<file path="src/rtl/spi_rd_pkg.sv">
package spi_rd_pkg;
    typedef enum logic [1:0] {
        ST_IDLE,
        ST_GAP,
        ST_XFER,
        ST_OPEN
    } rd_state_e;
endpackage

</file>
<file path="src/rtl/spi_rd_tick.sv">
module spi_rd_tick #(
    parameter int HALF = 2
) (
    input  logic clk,
    input  logic rst_n,
    input  logic en,
    output logic tick
);
    localparam int CW = (HALF > 1) ? $clog2(HALF) : 1;

    logic [CW-1:0] cnt_q, cnt_d;

    always_comb begin
        tick = en && (cnt_q == CW'(HALF - 1));
        if (!en || tick) cnt_d = '0;
        else             cnt_d = cnt_q + CW'(1);
    end

    always_ff @(posedge clk or negedge rst_n) begin
        if (!rst_n) cnt_q <= '0;
        else        cnt_q <= cnt_d;
    end
endmodule

</file>
<file path="src/rtl/spi_rd_addr_step.sv">
module spi_rd_addr_step #(
    parameter int AW         = 24,
    parameter int LINE_BYTES = 32
) (
    input  logic [AW-1:0] cur,
    input  logic          in_line,
    output logic [AW-1:0] nxt
);
    localparam int LB = $clog2(LINE_BYTES);

    always_comb begin
        if (in_line) nxt = {cur[AW-1:LB], LB'(cur[LB-1:0] + LB'(1))};
        else         nxt = cur + AW'(1);
    end
endmodule

</file>
<file path="src/rtl/spi_flash_reader.sv">
module spi_flash_reader
    import spi_rd_pkg::*;
#(
    parameter int         DIV        = 4,
    parameter int         ADDR_BYTES = 3,
    parameter int         MAX_LEN    = 32,
    parameter int         LINE_BYTES = 32,
    parameter logic [7:0] OPCODE     = 8'h03,
    localparam int        AW         = 8 * ADDR_BYTES,
    localparam int        LENW       = $clog2(MAX_LEN + 1)
) (
    input  logic            clk,
    input  logic            rst_n,
    input  logic            cfg_skip_cmd,
    input  logic            cfg_wrap_line,
    input  logic            cfg_merge,
    input  logic            req_valid,
    output logic            req_ready,
    input  logic [AW-1:0]   req_addr,
    input  logic [LENW-1:0] req_len,
    input  logic            req_fill,
    output logic            rd_valid,
    output logic [7:0]      rd_data,
    output logic            rd_done,
    output logic            spi_sck,
    output logic            spi_cs_n,
    output logic            spi_mosi,
    input  logic            spi_miso
);
    localparam int HALF = DIV / 2;
    localparam int HW   = $clog2(ADDR_BYTES + 2);

    typedef struct packed {
        rd_state_e       st;
        logic            cs_n;
        logic            sck;
        logic [7:0]      tx;
        logic [7:0]      rx;
        logic [2:0]      bitn;
        logic [HW-1:0]   hdr;
        logic            gap;
        logic [AW-1:0]   addr;
        logic [AW-1:0]   dev;
        logic [LENW-1:0] left;
        logic            fill;
        logic            busy;
        logic            skip;
        logic            wrap;
        logic            merge;
        logic            rvalid;
        logic            rdone;
        logic [7:0]      rdata;
    } eng_t;

    eng_t q, d;

    logic          tick;
    logic [AW-1:0] dev_nx;
    logic [AW-1:0] need_nx;

    spi_rd_tick #(.HALF(HALF)) u_tick (
        .clk   (clk),
        .rst_n (rst_n),
        .en    ((q.st == ST_XFER) || (q.st == ST_GAP)),
        .tick  (tick)
    );

    // where the device will be after the current byte
    spi_rd_addr_step #(.AW(AW), .LINE_BYTES(LINE_BYTES)) u_dev_step (
        .cur     (q.addr),
        .in_line (q.wrap),
        .nxt     (dev_nx)
    );

    // which byte the request wants after the current one
    spi_rd_addr_step #(.AW(AW), .LINE_BYTES(LINE_BYTES)) u_need_step (
        .cur     (q.addr),
        .in_line (q.fill),
        .nxt     (need_nx)
    );

    function automatic logic [7:0] hdr_byte(input logic [HW-1:0] k, input logic [AW-1:0] a);
        if (k > HW'(ADDR_BYTES)) return OPCODE;
        return 8'(a >> (8 * (int'(k) - 1)));
    endfunction

    always_comb begin
        logic start;
        start    = 1'b0;
        d        = q;
        d.rvalid = 1'b0;
        d.rdone  = 1'b0;

        case (q.st)
            ST_IDLE: begin
                if (req_valid) begin
                    d.addr  = req_addr;
                    d.left  = req_len;
                    d.fill  = req_fill;
                    d.busy  = 1'b1;
                    d.skip  = cfg_skip_cmd;
                    d.wrap  = cfg_wrap_line;
                    d.merge = cfg_merge;
                    start   = 1'b1;
                end
            end

            ST_GAP: begin
                if (tick) begin
                    if (!q.gap) begin
                        d.gap = 1'b1;
                    end else begin
                        d.gap = 1'b0;
                        if (q.busy) start = 1'b1;
                        else        d.st  = ST_IDLE;
                    end
                end
            end

            ST_XFER: begin
                if (tick) begin
                    if (!q.sck) begin
                        d.sck = 1'b1;
                        d.rx  = {q.rx[6:0], spi_miso};
                    end else begin
                        d.sck = 1'b0;
                        if (q.bitn != 3'd7) begin
                            d.bitn = q.bitn + 3'd1;
                            d.tx   = {q.tx[6:0], 1'b0};
                        end else begin
                            d.bitn = 3'd0;
                            d.tx   = 8'h00;
                            if (q.hdr > HW'(1)) begin
                                d.hdr = q.hdr - HW'(1);
                                d.tx  = hdr_byte(q.hdr - HW'(1), q.addr);
                            end else if (q.hdr == HW'(1)) begin
                                d.hdr = '0;
                                d.dev = q.addr;
                            end else begin
                                d.rvalid = 1'b1;
                                d.rdata  = q.rx;
                                d.dev    = dev_nx;
                                if (q.left == LENW'(1)) begin
                                    d.rdone = 1'b1;
                                    d.busy  = 1'b0;
                                    d.left  = '0;
                                    if (q.merge) begin
                                        d.st = ST_OPEN;
                                    end else begin
                                        d.st   = ST_GAP;
                                        d.cs_n = 1'b1;
                                        d.gap  = 1'b0;
                                    end
                                end else begin
                                    d.left = q.left - LENW'(1);
                                    d.addr = need_nx;
                                    if (need_nx != dev_nx) begin
                                        d.st   = ST_GAP;
                                        d.cs_n = 1'b1;
                                        d.gap  = 1'b0;
                                    end
                                end
                            end
                        end
                    end
                end
            end

            ST_OPEN: begin
                if (!cfg_merge) begin
                    d.st   = ST_GAP;
                    d.cs_n = 1'b1;
                    d.gap  = 1'b0;
                end else if (req_valid) begin
                    d.addr = req_addr;
                    d.left = req_len;
                    d.fill = req_fill;
                    d.busy = 1'b1;
                    if (req_addr == q.dev) begin
                        d.st   = ST_XFER;
                        d.hdr  = '0;
                        d.bitn = 3'd0;
                        d.tx   = 8'h00;
                    end else begin
                        d.st   = ST_GAP;
                        d.cs_n = 1'b1;
                        d.gap  = 1'b0;
                    end
                end
            end

            default: d.st = ST_IDLE;
        endcase

        if (start) begin
            d.st   = ST_XFER;
            d.cs_n = 1'b0;
            d.sck  = 1'b0;
            d.bitn = 3'd0;
            d.hdr  = d.skip ? HW'(ADDR_BYTES) : HW'(ADDR_BYTES + 1);
            d.tx   = hdr_byte(d.hdr, d.addr);
        end
    end

    always_ff @(posedge clk or negedge rst_n) begin
        if (!rst_n) begin
            q      <= '0;
            q.st   <= ST_IDLE;
            q.cs_n <= 1'b1;
        end else begin
            q <= d;
        end
    end

    assign req_ready = (q.st == ST_IDLE) || ((q.st == ST_OPEN) && cfg_merge);
    assign rd_valid  = q.rvalid;
    assign rd_data   = q.rdata;
    assign rd_done   = q.rdone;
    assign spi_sck   = q.sck;
    assign spi_cs_n  = q.cs_n;
    assign spi_mosi  = q.tx[7];
endmodule

</file>
<file path="config.mk">
export PLATFORM = sky130hd
export DESIGN_NAME = spi_flash_reader
export DESIGN_NICKNAME = d
export VERILOG_FILES = /design/src/rtl/spi_rd_pkg.sv /design/src/rtl/spi_rd_tick.sv /design/src/rtl/spi_rd_addr_step.sv /design/src/rtl/spi_flash_reader.sv
export SDC_FILE = /design/constraint.sdc
export NUM_CORES = 1
export LEC_CHECK = 0
export ABC_CLOCK_PERIOD_IN_PS = 2900
export BUFFER_PORTS_ARGS = -buffer_cell sky130_fd_sc_hd__buf_2
export CORE_UTILIZATION = 55
export DETAILED_ROUTE_END_ITERATION = 10
export GPL_ROUTABILITY_DRIVEN = 0
export PLACE_DENSITY_LB_ADDON = 0.25
export SETUP_SLACK_MARGIN = 0.15
export SKIP_LAST_GASP = 1
export SLEW_MARGIN = 5
export SYNTH_ARGS = -nofsm -noshare
export SYNTH_HDL_FRONTEND = slang
export SYNTH_SLANG_ARGS = --single-unit
</file>
<file path="constraint.sdc">
create_clock -name clk -period 2.9 [get_ports clk]
set_clock_uncertainty 0.15 [all_clocks]
set_input_delay 0.58 -clock clk [delete_from_list [all_inputs] [get_ports clk]]
set_output_delay 0.58 -clock clk [all_outputs]
set_load 0.05 [all_outputs]
</file>
* Word level (Yosys, flattened, before mapping) *
Index checks and enable logic that the tools add are counted.
Widths: inputs -> output; s select.

storage, ports and cells
  bits in read-only memories = 0
  output and inout bits = 14
  memories = 0
  RAM bits = 0
  logic and storage cells = 199
  bits in latches = 0
  register bits = 97

cells by class
  equal/unequal tests = 38
  reductions and logical operators = 27
  order comparisons = 3
  add/subtract/negate cells = 8
  multiplexer cells = 97
  multipliers = 0
  bitwise logic cells = 4
  divide/modulo/power cells = 0
  shifts and indexed selects = 2

operator list
  operator               count
  $mux 24                6
  $mux 8                 13
  $mux 81                1
  $pmux 24 s3            1
  $shr 24x32->8          2
  $mux 61                1
  $mux 10                6
  $mux 58                1
  $mux 55                1
  $mux 3                 13
  $mux 1                 31
  $mux 31                1
  $mux 6                 5
  $mux 25                1
  $add 24x1->24 const B  1
  $eq 24x24->1           1
  $ne 24x24->1           1
  $ne 3x2->1 const B     8
  $reduce_and 11->1      2
  $ne 3x3->1 const B     7
  $reduce_and 10->1      2
  $ne 2x2->1 const B     9
  $pmux 6 s3             1
  $pmux 8 s2             1
  39 further kinds       63

* Longest topological paths before layout *
Gate-level depths: netlist of run 1.

  depth in word-level cells = 17
  mapped depth = 11
  mapped depth without buffers = 9

* Cells and area by module *
From an unflattened synthesis of run 1, not the netlist that was laid out.

second synthesis, totals
  cell total of the unflattened synthesis = 695
  area, all modules = 6518.8 um^2

by module, submodules not included
  module                          instances  area an instance (um^2)  cells each  seq. area each (um^2)
  spi_flash_reader                1          5551.6                   570         2403.6
  spi_rd_addr_step (u_dev_step)   1          488.0                    64          0.0
  spi_rd_addr_step (u_need_step)  1          437.9                    58          0.0
  spi_rd_tick                     1          41.3                     3           25.0

* Least setup slack after synthesis of run 1 *
No wires, ideal clock.

  path kind = register to register
  start point = register q[95] in the netlist's numbering
  end point = register q[88] in the netlist's numbering
  cell stages (with the launch flop) = 10
  data required time = 2.613 ns
  slack = 0.103 ns
  setup time = 0.137 ns
  clock period less this slack = 2.797 ns
  path buffers = 1
  arrival = 2.510 ns
  cells stage by stage = dfrtp_1 inv_1 ha_1 a21o_1 and2_1 clkbuf_1 a211oi_1 or3b_2 a41oi_1 o21ai_0

on the way
  longest elaborated chain between the ends = 8
  elaborated cells between the ends (all ways) = 27
  classes of those cells = add/sub (1); order compare (1); eq/ne (8); shift (1); mux (11); reduce/logical (5)

ends and longest elaborated chain
  element                                                              line                    text
  from (decl)                                                          spi_flash_reader.sv:55  eng_t q, d;
  parallel branches: the longest is 8 deep, another holds $sub 3x1->4  n/a

Several ways; the timed one is not identified. The select of a mux whose other input is x is not followed.
A chain may end at the register's enable or synchronous reset.

==> impl_metrics.ini, run 1 <==
[run_status]
status = completed

[global_route]
grt.total_usage_pct = 32.5
antenna_found_initial = 0
grt_use_met3_pct = 5.32
gr-usage-met2_pct = 51.9
busiest_layer = met2
globalRouteOverflowTotal = 0
grt_max_degree = 51
grt_first_pass_wirelength_um = 29000
grtUsageMet1_pct = 42.4
grt_pass1_vias = 5628

[die]
die_h_um = 109
dieArea_mm2 = 0.0118
ios = 52
fp-row-count = 38
coreArea_mm2 = 0.0110
dieWidth_um = 109
start_util_pct = 57.2

[drt]
via_count = 5915
dr.pass1.iters = 6
via_per_inst = 6.35
ant_nets = 0
totalWireLength_um = 18200
routedWlPerCell_um = 19.5
drc = 0
drt-initial-drc-count = 591

[synthesis]
synth-seq-cells = 97
synth_top_family_by_area = simple AND/OR/NAND/NOR gates
ys_warn_count = 0
synthArstFlopShare_pct = 100
syn_inst = 725
synth-compound-area-share_pct = 18.8
syn-num-nets = 776
synth-edff-count = 0
synth.avg_cell_area_um2 = 8.66
synthXorXnorAreaFrac_pct = 6.84
muxShareOfSynthArea_pct = 7.77
synth_ff_type = dfrtp_1
synthAdderAreaFrac_pct = 2.59
ys_types = 69
synthesis.area_mm2 = 0.00628
synthSimpleGateAreaFrac_pct = 19.5
synth-seq-area-share_pct = 38.7

[sta]
fin_setup_tns_ns = 0
maxSlewHeadroom_pct = 59.2
hold_viol_final = 0
min_period_ns = 2.72
setup_violations = 0
slew_viol_final = 0
fmax_ghz = 0.368
max_slew.worst_pin.slew_ns = 0.610
fin_crit_sh_pct = 93.7
rsz0062_at_grt = true

[worst_hold_path]
hp-class = in2async

[cts]
htreeDepth = 3
clock_sinks = 97
cts_buffers = 9
path_clk_slew_ns = 0.07
clk_latency_ns = 0.37
hold_buffers = 0
root_buffer = clkbuf_16
clockBufferDepth = 2
cts_tree = done

[power]
ir_drop_mv = 0.403
p_per_area_mw_per_mm2 = 382
p_leak_nw = 3.19

[finish]
antenna_cells = 0
fillers = 895
drive_gt1_share_pct = 22.6
nets = 838
fin_area_mm2 = 0.00729
area_delta_synth_final_pct = 16.0
utilization_pct = 66.3

[worst_setup_path]
cp-end-kind = register
criticalPathCategory = reg2reg
worstPathRequired_ns = 3.00
start_kind = register
cp.arrival_ns = 2.82
r2r-start = q[71]
startpoint = q[71]
worstPathMaxFanout = 4

[place]
numPortBuffers = 51
dp_hpwl_um = 13500
place_area_mm2 = 0.00681

[run]
cap_violations = 0
## cell usage in the layout, fill, tap and decap left out, types with 3 or more instances in the layout
master,n
xnor2_1,39
a221oi_1,7
clkbuf_16,9
buf_2,50
a222oi_1,5
o21ai_1,3
a21o_1,6
mux2_2,28
o2bb2ai_1,3
a211oi_1,7
nand2b_1,4
nor2_1,50
inv_6,3
a41oi_1,4
nand4_1,18
and2_1,4
nand2_1,91
nor2b_1,8
or4_1,3
buf_4,54
a22oi_1,14
inv_1,28
o21ai_0,67
nand3_1,23
a31oi_1,4
ha_1,9
or3_1,3
a21oi_1,38
nor4_1,3
and3_1,9
xor2_1,10
nor3_1,15
dfrtp_1,95
mux2i_1,15
## where the power goes
group	switching [mW]	total, mW	internal (mW)
combinational	0.0900	0.139	0.0488
clock	0.569	1.27	0.703
sequential	0.00809	1.37	1.36
total	0.667	2.78	2.12
## through the flow
stage,total power [mW],worst slack (ns),std cells,hold WS [ns]
final,2.78,0.182,932,0.0252
after global routing,2.85,0.0656,932,0.0704
after CTS,2.79,0.174,928,0.0441
after detailed placement,1.54,0.0999,908,0.325
after global placement,1.53,0.190,908,0.320
after floorplan,1.46,0.162,725,0.134
## critical path, cell delays in order, from the launching register on
cell	delay, ns
dfrtp_1	0.36
inv_2	0.07
ha_2	0.19
nor2b_1	0.16
or3_4	0.42
nor4_4	0.35
buf_4	0.19
nand4_1	0.12
mux2_4	0.32
a222oi_1	0.22
inv_1	0.06
## layout make-up
| type | instances | area, um2 | share of cell area [%] |
|---|---|---|---|
| clock buffers | 10 | 239 | 3.28 |
| clock inverters | 6 | 72.6 | 0.996 |
| multi-input cells | 545 | 3580 | 49.2 |
| repair buffers | 105 | 676 | 9.27 |
| well taps | 140 | 175 | 2.40 |
| flip-flops and latches | 97 | 2430 | 33.4 |
| inverters | 29 | 109 | 1.49 |
## routing by layer
metal / share of wire [%] / routed length (um)
met1: 41 / 7490
met2: 47 / 8500
met5: 0 / 0
met3: 7.8 / 1410
met4: 4.2 / 772
## cells in the mapped netlist, types with 3 or more instances
library cell / count / area, um2
a211oi_1: 8 / 60.1
a21o_1: 7 / 52.6
a21oi_1: 39 / 195
a221oi_1: 7 / 61.3
a222oi_1: 5 / 50.1
a22oi_1: 14 / 105
a31oi_1: 4 / 25.0
a41oi_1: 4 / 35.0
and2_1: 4 / 25.0
and3_1: 9 / 56.3
buf_2: 9 / 45.0
buf_4: 9 / 67.6
clkbuf_1: 32 / 120
dfrtp_1: 96 / 2400
ha_1: 13 / 163
inv_1: 29 / 109
mux2_2: 29 / 327
mux2i_1: 15 / 150
nand2_1: 92 / 345
nand2b_1: 4 / 25.0
nand3_1: 24 / 120
nand4_1: 18 / 113
nor2_1: 50 / 188
nor2b_1: 8 / 50.1
nor3_1: 15 / 75.1
nor3b_1: 3 / 22.5
nor4_1: 5 / 31.3
o21ai_0: 67 / 335
o21ai_1: 3 / 15.0
o2bb2ai_1: 3 / 26.3
o31ai_1: 3 / 22.5
or3_1: 3 / 18.8
or4_1: 3 / 22.5
xnor2_1: 39 / 342
xor2_1: 10 / 87.6
## path summary, 6_finish.rpt
| check | endpoint | slack [ns] | cells past startpoint |
|---|---|---|---|
| max | register | 0.18 | 10 |
| min | q[29] | 0.03 | 1 |
| max reg2reg | register | 0.18 | 10 |
| min reg2reg | q[34] | 0.35 | 2 |
| max in group asynchronous | q[89] | 1.88 | 2 |
| min in group clk | q[76] | 0.30 | 2 |
## repair_timing
item,4_1_cts,5_1_grt
pin swaps,4,7
buffers inserted,4,4
endpoints found under the setup margin,6,24
resized for setup,4,19
## cell families (layout without fill, tap and decap cells)
group / after synthesis / after routing
xor+xnor: 49 / 49
buf+inv: 83 / 150
simple gates: 251 / 251
flops: 97 / 97
mux: 45 / 45
compound gates: 187 / 187
fa+ha+maj: 13 / 13
(Power assumes the default switching activity.)
==> run 2: changes to the inputs <==
CORE_ASPECT_RATIO = 0.8   (was default)
HOLD_SLACK_MARGIN = 0.03   (was default)
==> run 2 against run 1 <==
First-iteration DRC count up 30%. Fmax down 0.41%. Clock-buffer cell count up 1. Design area up 1.6%. Largest power group unchanged. Critical path depth down 2. Global-route usage up 1.3 points. Routed wire length up 6.4%. Sequential share of layout area down 0.50 points. Combinational power up 5%. Clock power up 6%.
==> impl_metrics.ini, run 2 (synthesis gave the netlist of run 1 again) <==
[die]
start_util_pct = 57.2
dieArea_mm2 = 0.0118
ios = 52
dieWidth_um = 121
coreArea_mm2 = 0.0110
die_h_um = 97.6
fp-row-count = 34

[worst_setup_path]
cp-end-kind = register
start_kind = register
criticalPathCategory = reg2reg
crit_top_cell = a41oi_1
cp.arrival_ns = 2.80
ff2ff_path_depth = 8
slowest_delay_ns = 0.67
slowest_stage = or4_1
worstPathMaxFanout = 7
cp_cell_sequence = ha_1 -> nand3_1 -> or4_1 -> nor2_4 -> nor4b_4 -> a41oi_1 -> a41oi_1 -> o21ai_0
worstPathRequired_ns = 2.97

[cts]
clock_sinks = 97
hold_buffers = 0
root_buffer = clkbuf_16
cts_buffers = 9
cts_tree = done
clockBufferDepth = 2
clk_latency_ns = 0.35
path_clk_slew_ns = 0.07
htreeDepth = 3

[drt]
drc = 0
via_per_inst = 6.51
ant_nets = 0
dr.pass1.iters = 6
drt-initial-drc-count = 771
via_count = 6141
routedWlPerCell_um = 20.5
totalWireLength_um = 19300

[sta]
max_slew.worst_pin.slew_ns = 0.655
slew_viol_final = 0
fin_crit_sh_pct = 94.1
rsz0062_at_grt = true
holdWs_ns = 0.0473
fmax_ghz = 0.366
hold_viol_final = 0
min_period_ns = 2.73
setup_violations = 0
maxSlewHeadroom_pct = 56.0

[finish]
fillers = 877
multiInputGateArea_mm2 = 0.00359
final_common_cell = dfrtp_1
final_cell_mix = 94 x dfrtp_1, 90 x nand2_1, 66 x o21ai_0, 60 x buf_4
fin_area_mm2 = 0.00740
area_delta_synth_final_pct = 17.9
antenna_cells = 0
nets = 846
seq_area_mm2 = 0.00243
drive_gt1_share_pct = 23.8

[power]
power.switching_uw = 650
pwr-share-comb_pct = 5.1
p_leak_nw = 3.22
sw_frac_of_total_pct = 22.8
power_frac_clock_pct = 46.8
p_per_area_mw_per_mm2 = 385
p_int_mw = 2.20
seqPwrFrac_pct = 48.0
ir_drop_mv = 0.294

[global_route]
grt_max_degree = 51
grt_first_pass_wirelength_um = 30700
antenna_found_initial = 0
grt_pass1_vias = 5824
grt.total_usage_pct = 33.8
globalRouteOverflowTotal = 0

[place]
place_area_mm2 = 0.00688
dp_hpwl_um = 14000
numPortBuffers = 51

[run]
cap_violations = 0

[run_status]
status = completed

[worst_hold_path]
hp-class = in2async
-- run 2: cell count changes in the layout (fill, tap and decap cells not counted), moves of 2 or more --
cell and delta:
ha_1 +2, buf_12 +2, mux2_4 -2, buf_4 +6
nor4_2 +2
-- run 2: final cells by class --
class | instances | area share, %
sequential | 97 | 32.8
multi-input combinational | 545 | 48.5
clock inverter | 5 | 1.15
inverter | 29 | 1.47
clock buffer | 11 | 3.28
timing repair buffer | 113 | 10.3
tap | 144 | 2.43
-- run 2: through the flow --
step / setup slack [ns] / utilization [%] / instances / power (mW) / TNS (ns)
6_report: 0.171 / 67.4 / 944 / 2.85 / 0
5_1_grt: 0.0856 / 67.4 / 944 / 2.92 / 0
4_1_cts: 0.0649 / 66.2 / 938 / 2.87 / 0
3_5_place_dp: -0.117 / 62.7 / 918 / 1.54 / -0.526
3_3_place_gp: -0.107 / 62.7 / 918 / 1.54 / -0.140
2_1_floorplan: 0.162 / - / 725 / 1.46 / 0
-- run 2: path summary, 6_finish.rpt --
check,startpoint,endpoint,slack (ns)
setup reg to reg,register,q[88],0.17
max in group asynchronous,rst_n,q[72],1.92
setup / recovery,register,q[88],0.17
hold reg to reg,q[88],q[88],0.35
min in group clk,spi_miso,q[76],0.32
hold / removal,rst_n,q[40],0.05
-- run 2: routing by layer --
layer	track usage, %	part of all wire [%]
met1	48.4	41
met2	48.8	44
met3	8.51	12
met4	12.6	3.0
met5	0	0
-- run 2: what timing repair did --
action	4_1_cts	5_1_grt
pin swaps	2	7
setup endpoints to repair	7	29
resized for setup	4	23
buffers inserted	4	6
cloned	0	0
-- run 2: worst max-delay path, delay by kind of cell (launching register included) --
| kind | cells | cell delay (ns) |
|---|---|---|
| compound gates | 3 | 0.53 |
| fa+ha+maj | 1 | 0.21 |
| flops | 1 | 0.46 |
| simple gates | 4 | 1.24 |
-- run 2: power groups by stage --
stage	logic [mW]	registers [mW]	clock network, mW
floorplan	0.0621	1.40	0
detailed placement	0.145	1.40	0
finish	0.146	1.37	1.34
global route	0.157	1.37	1.39
global placement	0.142	1.40	0
CTS	0.145	1.37	1.35
